## config.mk

```make
export PLATFORM = sky130hd
export DESIGN_NAME = strop_idx_stepper
export DESIGN_NICKNAME = d
export VERILOG_FILES = /design/src/rtl/strop_pkg.sv /design/src/rtl/strop_addr_mask.sv /design/src/rtl/strop_idx_adder.sv /design/src/rtl/strop_ea_gen.sv /design/src/rtl/strop_rep_ctl.sv /design/src/rtl/strop_idx_stepper.sv
export SDC_FILE = /design/constraint.sdc
export NUM_CORES = 1
export LEC_CHECK = 0
export BUFFER_PORTS_ARGS = -buffer_cell sky130_fd_sc_hd__buf_2
export CORE_AREA = 2 2 282 284
export CTS_CLUSTER_DIAMETER = 150
export DETAILED_ROUTE_END_ITERATION = 6
export DIE_AREA = 0 0 284 286
export GPL_TIMING_DRIVEN = 0
export SETUP_SLACK_MARGIN = 0.1
export SLEW_MARGIN = 20
export SYNTH_ARGS = -nofsm -noshare
export SYNTH_HDL_FRONTEND = slang
export SYNTH_SLANG_ARGS = --single-unit
```

## constraint.sdc

```tcl
create_clock -name clk -period 10.22 [get_ports clk]
set_input_delay 1.022 -clock clk [delete_from_list [all_inputs] [get_ports clk]]
set_output_delay 1.022 -clock clk [all_outputs]
set_load 0.03 [all_outputs]
```

## src/rtl/strop_pkg.sv

```systemverilog
package strop_pkg;

    typedef enum logic [1:0] {
        STR_MOVE  = 2'd0,
        STR_STORE = 2'd1,
        STR_LOAD  = 2'd2,
        STR_RSVD  = 2'd3
    } str_kind_e;

    typedef enum logic [1:0] {
        WID_16   = 2'd0,
        WID_32   = 2'd1,
        WID_FULL = 2'd2,
        WID_RSVD = 2'd3
    } wid_e;

    typedef struct packed {
        str_kind_e kind;
        logic      byte_form;
        wid_e      op_w;
        wid_e      ad_w;
        logic      dir_dn;
        logic      rep;
        logic      seg_ovr;
    } step_ctl_t;

    localparam int NUM_IDX = 2;
    localparam int IDX_SRC = 0;
    localparam int IDX_DST = 1;

    // Element size in bytes
    function automatic logic [3:0] elem_bytes(logic byte_form, wid_e op_w);
        logic [3:0] b;
        if (byte_form) begin
            b = 4'd1;
        end else begin
            case (op_w)
                WID_16:  b = 4'd2;
                WID_32:  b = 4'd4;
                default: b = 4'd8;
            endcase
        end
        return b;
    endfunction

    // Which index registers a string kind advances
    function automatic logic kind_moves(str_kind_e kind, int idx);
        logic m;
        case (kind)
            STR_MOVE:  m = 1'b1;
            STR_STORE: m = (idx == IDX_DST);
            STR_LOAD:  m = (idx == IDX_SRC);
            default:   m = 1'b0;
        endcase
        return m;
    endfunction

endpackage

```

## src/rtl/strop_addr_mask.sv

```systemverilog
module strop_addr_mask
    import strop_pkg::*;
#(
    parameter int REG_W = 64
) (
    input  wid_e             ad_w_i,
    output logic [REG_W-1:0] mask_o
);
    localparam logic [REG_W-1:0] ONES   = {REG_W{1'b1}};
    localparam logic [REG_W-1:0] MASK16 = ONES >> (REG_W - 16);
    localparam logic [REG_W-1:0] MASK32 = ONES >> (REG_W - 32);

    always_comb begin
        case (ad_w_i)
            WID_16:  mask_o = MASK16;
            WID_32:  mask_o = MASK32;
            default: mask_o = ONES;
        endcase
    end
endmodule

```

## src/rtl/strop_idx_adder.sv

```systemverilog
module strop_idx_adder
    import strop_pkg::*;
#(
    parameter int REG_W = 64
) (
    input  logic [REG_W-1:0] cur_i,
    input  logic [REG_W-1:0] mask_i,
    input  logic [3:0]       bytes_i,
    input  logic             dir_dn_i,
    output logic [REG_W-1:0] nxt_o
);
    logic [REG_W-1:0] mag;
    logic [REG_W-1:0] delta;
    logic [REG_W-1:0] sum;

    always_comb begin
        mag   = {{(REG_W-4){1'b0}}, bytes_i};
        // negative step as two's complement: sign extended over the full register
        delta = dir_dn_i ? (~mag + {{(REG_W-1){1'b0}}, 1'b1}) : mag;
        sum   = cur_i + delta;
        // only bits inside the address width take the sum
        nxt_o = (cur_i & ~mask_i) | (sum & mask_i);
    end
endmodule

```

## src/rtl/strop_ea_gen.sv

```systemverilog
module strop_ea_gen #(
    parameter int REG_W = 64
) (
    input  logic [REG_W-1:0] base_i,
    input  logic [REG_W-1:0] idx_i,
    input  logic [REG_W-1:0] mask_i,
    output logic [REG_W-1:0] ea_o
);
    // base plus masked index, wraps at the register width
    assign ea_o = base_i + (idx_i & mask_i);
endmodule

```

## src/rtl/strop_rep_ctl.sv

```systemverilog
module strop_rep_ctl #(
    parameter int REG_W = 64
) (
    input  logic [REG_W-1:0] cnt_i,
    input  logic             rep_i,
    output logic             zero_o,
    output logic             xfer_o,
    output logic             iterate_o,
    output logic [REG_W-1:0] cnt_nxt_o
);
    always_comb begin
        zero_o    = (cnt_i == '0);
        xfer_o    = !(rep_i && zero_o);
        iterate_o = rep_i && !zero_o;
        cnt_nxt_o = iterate_o ? (cnt_i - {{(REG_W-1){1'b0}}, 1'b1}) : cnt_i;
    end
endmodule

```

## src/rtl/strop_idx_stepper.sv

```systemverilog
module strop_idx_stepper
    import strop_pkg::*;
#(
    parameter int REG_W = 64
) (
    input  logic             clk,
    input  logic             rst,
    input  logic             load_i,
    input  logic [REG_W-1:0] load_src_i,
    input  logic [REG_W-1:0] load_dst_i,
    input  logic [REG_W-1:0] load_cnt_i,
    input  logic             step_i,
    input  logic [1:0]       kind_i,
    input  logic             byte_i,
    input  logic [1:0]       op_w_i,
    input  logic [1:0]       ad_w_i,
    input  logic             dir_dn_i,
    input  logic             rep_i,
    input  logic             seg_ovr_i,
    input  logic [REG_W-1:0] ds_base_i,
    input  logic [REG_W-1:0] es_base_i,
    input  logic [REG_W-1:0] ovr_base_i,
    output logic [REG_W-1:0] src_o,
    output logic [REG_W-1:0] dst_o,
    output logic [REG_W-1:0] cnt_o,
    output logic             done_o,
    output logic             iterate_o,
    output logic             xfer_o,
    output logic [REG_W-1:0] rd_addr_o,
    output logic [REG_W-1:0] wr_addr_o
);
    step_ctl_t        ctl;
    logic [REG_W-1:0] idx_q    [NUM_IDX];
    logic [REG_W-1:0] idx_nxt  [NUM_IDX];
    logic [REG_W-1:0] seg_base [NUM_IDX];
    logic [REG_W-1:0] ea       [NUM_IDX];
    logic [NUM_IDX-1:0] adv;
    logic [REG_W-1:0] cnt_q;
    logic [REG_W-1:0] cnt_nxt;
    logic [REG_W-1:0] ad_mask;
    logic [3:0]       step_bytes;
    logic             cnt_zero;
    logic             xfer;
    logic             iterate;

    always_comb begin
        ctl.kind      = str_kind_e'(kind_i);
        ctl.byte_form = byte_i;
        ctl.op_w      = wid_e'(op_w_i);
        ctl.ad_w      = wid_e'(ad_w_i);
        ctl.dir_dn    = dir_dn_i;
        ctl.rep       = rep_i;
        ctl.seg_ovr   = seg_ovr_i;
    end

    assign step_bytes = elem_bytes(ctl.byte_form, ctl.op_w);

    strop_addr_mask #(.REG_W(REG_W)) u_mask (
        .ad_w_i (ctl.ad_w),
        .mask_o (ad_mask)
    );

    strop_rep_ctl #(.REG_W(REG_W)) u_rep (
        .cnt_i     (cnt_q),
        .rep_i     (ctl.rep),
        .zero_o    (cnt_zero),
        .xfer_o    (xfer),
        .iterate_o (iterate),
        .cnt_nxt_o (cnt_nxt)
    );

    // read side uses the default or override base, write side the extra base
    assign seg_base[IDX_SRC] = ctl.seg_ovr ? ovr_base_i : ds_base_i;
    assign seg_base[IDX_DST] = es_base_i;

    for (genvar g = 0; g < NUM_IDX; g++) begin : g_idx
        assign adv[g] = kind_moves(ctl.kind, g);

        strop_idx_adder #(.REG_W(REG_W)) u_add (
            .cur_i    (idx_q[g]),
            .mask_i   (ad_mask),
            .bytes_i  (step_bytes),
            .dir_dn_i (ctl.dir_dn),
            .nxt_o    (idx_nxt[g])
        );

        strop_ea_gen #(.REG_W(REG_W)) u_ea (
            .base_i (seg_base[g]),
            .idx_i  (idx_q[g]),
            .mask_i (ad_mask),
            .ea_o   (ea[g])
        );

        always_ff @(posedge clk) begin
            if (rst) begin
                idx_q[g] <= '0;
            end else if (load_i) begin
                idx_q[g] <= (g == IDX_SRC) ? load_src_i : load_dst_i;
            end else if (step_i && xfer && adv[g]) begin
                idx_q[g] <= idx_nxt[g];
            end
        end
    end

    always_ff @(posedge clk) begin
        if (rst) begin
            cnt_q <= '0;
        end else if (load_i) begin
            cnt_q <= load_cnt_i;
        end else if (step_i) begin
            cnt_q <= cnt_nxt;
        end
    end

    assign src_o     = idx_q[IDX_SRC];
    assign dst_o     = idx_q[IDX_DST];
    assign cnt_o     = cnt_q;
    assign done_o    = cnt_zero;
    assign iterate_o = iterate;
    assign xfer_o    = xfer;
    assign rd_addr_o = ea[IDX_SRC];
    assign wr_addr_o = ea[IDX_DST];

endmodule

```

## Yosys cells after proc, flatten, opt, wreduce, memory -nomap -nowiden

Memory sizes are Yosys's and may differ from the RTL's.
Cells that the tools add are included.

| storage, ports and cells | value |
|---|---|
| register bits after elaboration | 64 |
| bits in writable memories | 128 |
| bits of input ports | 398 |
| output and inout port bits | 323 |
| logic and storage cells | 69 |
| memories | 1 |

| cells by class | value |
|---|---|
| $add $sub $neg | 6 |
| equality and inequality tests | 4 |
| multiplexer cells | 27 |
| bitwise operators | 14 |
| reduce and logical (&&, ||, !) cells | 16 |

Memories:

| name | depth | bits a word | read ports | clocked after Yosys merged registers in | write ports | line | text |
|---|---|---|---|---|---|---|---|
| idx_q | 2 | 64 | 2 | 0 | 2 | strop_idx_stepper.sv:33 | `logic [REG_W-1:0] idx_q [NUM_IDX];` |

Operators by type and width:

| operator | count |
|---|---|
| two-way mux 64 bit | 9 |
| bitwise AND 64 bit | 6 |
| adder 64 bit | 4 |
| OR 64 bit | 2 |
| one-hot mux 64 bit (2 select lines) | 1 |
| adder 64 x 1 -> 64 bit (second input constant) | 1 |
| zero test 64 bit | 1 |
| inverter 4 -> 64 bit | 1 |
| inverter 64 bit | 1 |
| subtractor 64 x 1 -> 64 bit (second input constant) | 1 |
| two-way mux 1 bit | 15 |
| one-hot mux 4 bit (2 select lines) | 1 |
| == test 2 x 1 -> 1 bit (second input constant) | 3 |
| zero test 2 bit | 3 |
| logical AND 1 bit | 5 |
| two-way mux 4 bit | 1 |
| OR 1 bit | 4 |
| nonzero test 2 bit | 2 |
| OR reduction 2 bit | 2 |
| == test 2 bit (second input constant) | 1 |
| zero test 1 bit | 2 |
| AND reduction 2 bit | 1 |

## Depth between registers and ports, before layout

| depth | value |
|---|---|
| depth in word-level cells | 10 |
| mapped depth | 18 |
| depth with buffers taken out | 17 |

## Cells and area by module

A second synthesis with hierarchy kept.

| unflattened totals | value |
|---|---|
| cell total of the unflattened synthesis | 3485 |
| area, all modules | 29329.4 um^2 |

Modules (own cells, without submodules):

| module | times used | cells each | area each (um^2) | sequential area each (um^2) |
|---|---|---|---|---|
| strop_idx_stepper | 1 | 662 | 9225.1 | 5124.9 |
| strop_ea_gen | 2 | 618 | 4339.2 | 0.0 |
| strop_idx_adder (g_idx[0].u_add) | 1 | 647 | 4832.1 | 0.0 |
| strop_idx_adder (g_idx[1].u_add) | 1 | 637 | 4510.6 | 0.0 |
| strop_rep_ctl | 1 | 238 | 1604.0 | 0.0 |
| strop_addr_mask | 1 | 65 | 479.2 | 0.0 |

## Worst setup path before layout

Ideal clock, no wire load.

| timing path | value |
|---|---|
| path type | input port to output port |
| start point | in seg_ovr_i |
| end point | out rd_addr_o[57] |
| arrival | 4876 ps |
| data required time | 9198 ps |
| slack | 4322 ps |
| stages | 14 |
| buffers on the path | 2 |
| cell sequence | clkbuf_1 clkbuf_1 mux2_2 ha_1 nand4_1 o221ai_1 a31oi_1 nand2_1 a21boi_0 o41ai_1 a22oi_1 a41oi_1 a31oi_1 xnor2_1 |

| on the way | value |
|---|---|
| longest elaborated chain between the ends | 2 |

Ends and longest elaborated chain:

| what | line | text |
|---|---|---|
| from (decl) | strop_idx_stepper.sv:19 | `input logic seg_ovr_i,` |
| two-way mux 64 bit | strop_idx_stepper.sv:73 | `assign seg_base[IDX_SRC] = ctl.seg_ovr ? ovr_base_i : ds_base_i;` |
| adder 64 bit | strop_ea_gen.sv:10 | `assign ea_o = base_i + (idx_i & mask_i);` |
| to (decl) | strop_idx_stepper.sv:29 | `output logic [REG_W-1:0] rd_addr_o,` |

Every way passes these cells.

## Final worst setup path

| timing path | value |
|---|---|
| start point | in seg_ovr_i |
| end point | out rd_addr_o[54] |

The elaborated chain is that of the path after synthesis.

==> results.sh <==
export IMPL_setup_viol=0
export IMPL_grt_pass1_vias=26800
export IMPL_synth_seq_cells=192
export IMPL_cts_tree="built"
export IMPL_synthAdderAreaFrac_pct=13.0
export IMPL_drtIter0Drc=1627
export IMPL_drc=0
export IMPL_finalHoldViolations=0
export IMPL_drive_gt1_share_pct=21.8
export IMPL_grt_usage_pct=26.3
export IMPL_dr_pass1_iters=5
export IMPL_dpl_hpwl_um=93500
export IMPL_ctsResizeCount=0
export IMPL_synth_compound_area_share_pct=28.7
export IMPL_grt_overflow=0
export IMPL_crit_type="in -> out"
export IMPL_timing_hold_ws_ps=571
export IMPL_crit_path_end_kind="primary output"
export IMPL_numCtsBuffers=17
export IMPL_relSlewSlack_pct=22.3
export IMPL_portBuffers=717
export IMPL_synth_edff_count=128
export IMPL_grt_max_degree=36
export IMPL_chipHeight_um=286
export IMPL_wl_per_cell_um=22.1
export IMPL_rows=103
export IMPL_fmax_mhz=126
export IMPL_crit_path_start_kind="input pin"
export IMPL_layout_nets=4627
export IMPL_avgSynthCellArea_um2=7.76
export IMPL_die_w_um=284
export IMPL_slew_viol_final=0
export IMPL_yosys_top_cells_count="nand2_1, a21oi_1, nor2_1"
export IMPL_synth_top_family_by_area="compound AO/OA/AOI/OAI gates"
export IMPL_insertion_delay_ps=510
export IMPL_io_pin_count=721
export IMPL_syn_instance_count=3229
export IMPL_synth_area_top_cells="edfxtp_1, ha_1, a21oi_1, xnor2_1, a21o_1"
export IMPL_syn_num_nets=3885
export IMPL_post_route_period_util_pct=77.9
export IMPL_synth_cell_types=83
export IMPL_cts_hold_buffers=0
export IMPL_cts_root_buffer="clkbuf_16"
export IMPL_synth_xor_area_share_pct=9.96
export IMPL_synth_top_area_share_pct=15.3
export IMPL_tns_ps=0
export IMPL_post_cts_buffers=0
export IMPL_fin_crit_ps=7960
export IMPL_htreeDepth=4
export IMPL_worst_ep_arrival_time_ps=6940
export IMPL_ys_warn_count=0
export IMPL_synth_most_common_cell="nand2_1"
export IMPL_postSynth_asyncResetShare_pct=0
export IMPL_hold_class="reg -> reg"
export IMPL_cp_required_ps=9200
export IMPL_leakagePower_nw=14.7
export IMPL_gp_congestion=0.985
export IMPL_numPlacedInstances=5002
export IMPL_clkSinkCount=192
export IMPL_final_cells=5063
export IMPL_syn_to_final_growth_pct=22.9
export IMPL_power_density_mw_per_mm2=125
export IMPL_dieArea_mm2=0.0812
export IMPL_run_status="complete, no violations"
export IMPL_num_vias=27800
export IMPL_fin_total_pwr_mw=3.84
export IMPL_drv_cap=0
export IMPL_synth_area_mm2=0.0251
export IMPL_synth_seq_area_share_pct=20.4
export IMPL_rsz0062_at_grt="no"
export IMPL_yosys_area_share_simple_pct=20.2
export IMPL_worst_slew_pin_transition_ps=1160
export IMPL_crit_path_max_fanout=10
export IMPL_start_util_pct=32.0
export IMPL_synth_ff_type="edfxtp_1"
export IMPL_grt_pass1_wl_um=162000
export IMPL_synth_mux_area_share_pct=3.90
export IMPL_fin_skew_ps=19.0
export IMPL_antenna_left=0
export IMPL_antenna_found_initial=39
export IMPL_drt_vias_per_instance=5.50
export IMPL_peakVddDrop_v=0.000144
export IMPL_final_core_util_pct=39.3
export IMPL_clk_pin_slew_worst_paths_ps=80
export IMPL_clockBufferDepth=2
export IMPL_nFillCells=8392
export IMPL_yosys_area_top_type="edfxtp_1"
export IMPL_wl_um=112000
export IMPL_core_mm2=0.0784
==> cells in the final DEF, fill, tap and decap left out, types with 48 or more instances in the layout <==
master	count
buf_2	722
xor2_1	133
nor2_1	257
and2_1	81
ha_1	254
a31oi_1	48
nand3_1	59
nand2_1	312
a21oi_1	312
clkbuf_1	146
xnor2_1	152
mux2_2	62
nor2b_1	63
edfxtp_1	128
nor3_1	61
a21o_1	171
inv_1	81
nand4_1	59
o21bai_1	53
o21ai_0	240
dfxtp_1	64
==> critical path: stages <==
cell and delay, ps:
clkbuf_1 730, clkbuf_1 820, mux2_2 300, ha_1 190
inv_1 70, fa_1 420, nand2b_1 170, a21oi_1 210
o21ai_0 190, a2111oi_1 890, nor2_1 240, o2111ai_1 390
nand3_1 160, o21ai_1 440, a21boi_0 200, xnor2_1 210
buf_2 230
==> power breakdown <==
part	switching [mW]	internal, mW	total, mW
clock	0.381	0.365	0.746
combinational	1.39	0.719	2.10
sequential	0.0948	0.899	0.994
total	1.86	1.98	3.84
==> cells by family after synthesis <==
| group | after synthesis |
|---|---|
| AND/OR/NAND/NOR | 1038 |
| flip-flops | 192 |
| XOR/XNOR | 285 |
| AO/OA/AOI/OAI | 1120 |
| multiplexers | 90 |
| adder cells (fa/ha/maj) | 258 |
| buffers and inverters | 246 |
==> final cells by class <==
type	instances	area (µm²)	area share, %
multi-input cells	2791	19000	61.8
flip-flops and latches	192	5120	16.6
repair buffers	723	3710	12.0
well taps	1050	1310	4.26
plain buffers	165	643	2.09
clock buffers	18	439	1.43
inverters	81	304	0.987
clock inverters	14	159	0.516
diodes	29	72.6	0.236
==> metal layers <==
metal  wire [µm]  GRT usage [%]  share of wire (%)  vias up
li1            -              -                  -    13500
met4        5300           12.7                4.7       28
met5         194              0               0.17        -
met3        8260           5.87                7.4      238
met2       55000           47.0                 49     1056
met1       43000           29.4                 39    13000
==> final timing paths <==
kind         startpoint             to  slack, ps  depth (start not counted)
max           seg_ovr_i  rd_addr_o[54]       2260                         17
min            cnt_o[4]       cnt_o[4]        570                          2
max reg2reg   cnt_o[55]      flip-flop       5630                         11
min reg2reg    cnt_o[4]       cnt_o[4]        570                          2
==> stage by stage <==
step	setup WS [ps]	instance area (µm²)
6_report	2260	30800
5_1_grt	1920	30800
3_5_place_dp	2090	30100
3_3_place_gp	2050	30000
2_1_floorplan	4320	25100
4_1_cts	2080	30700
(Power assumes the default switching activity.)
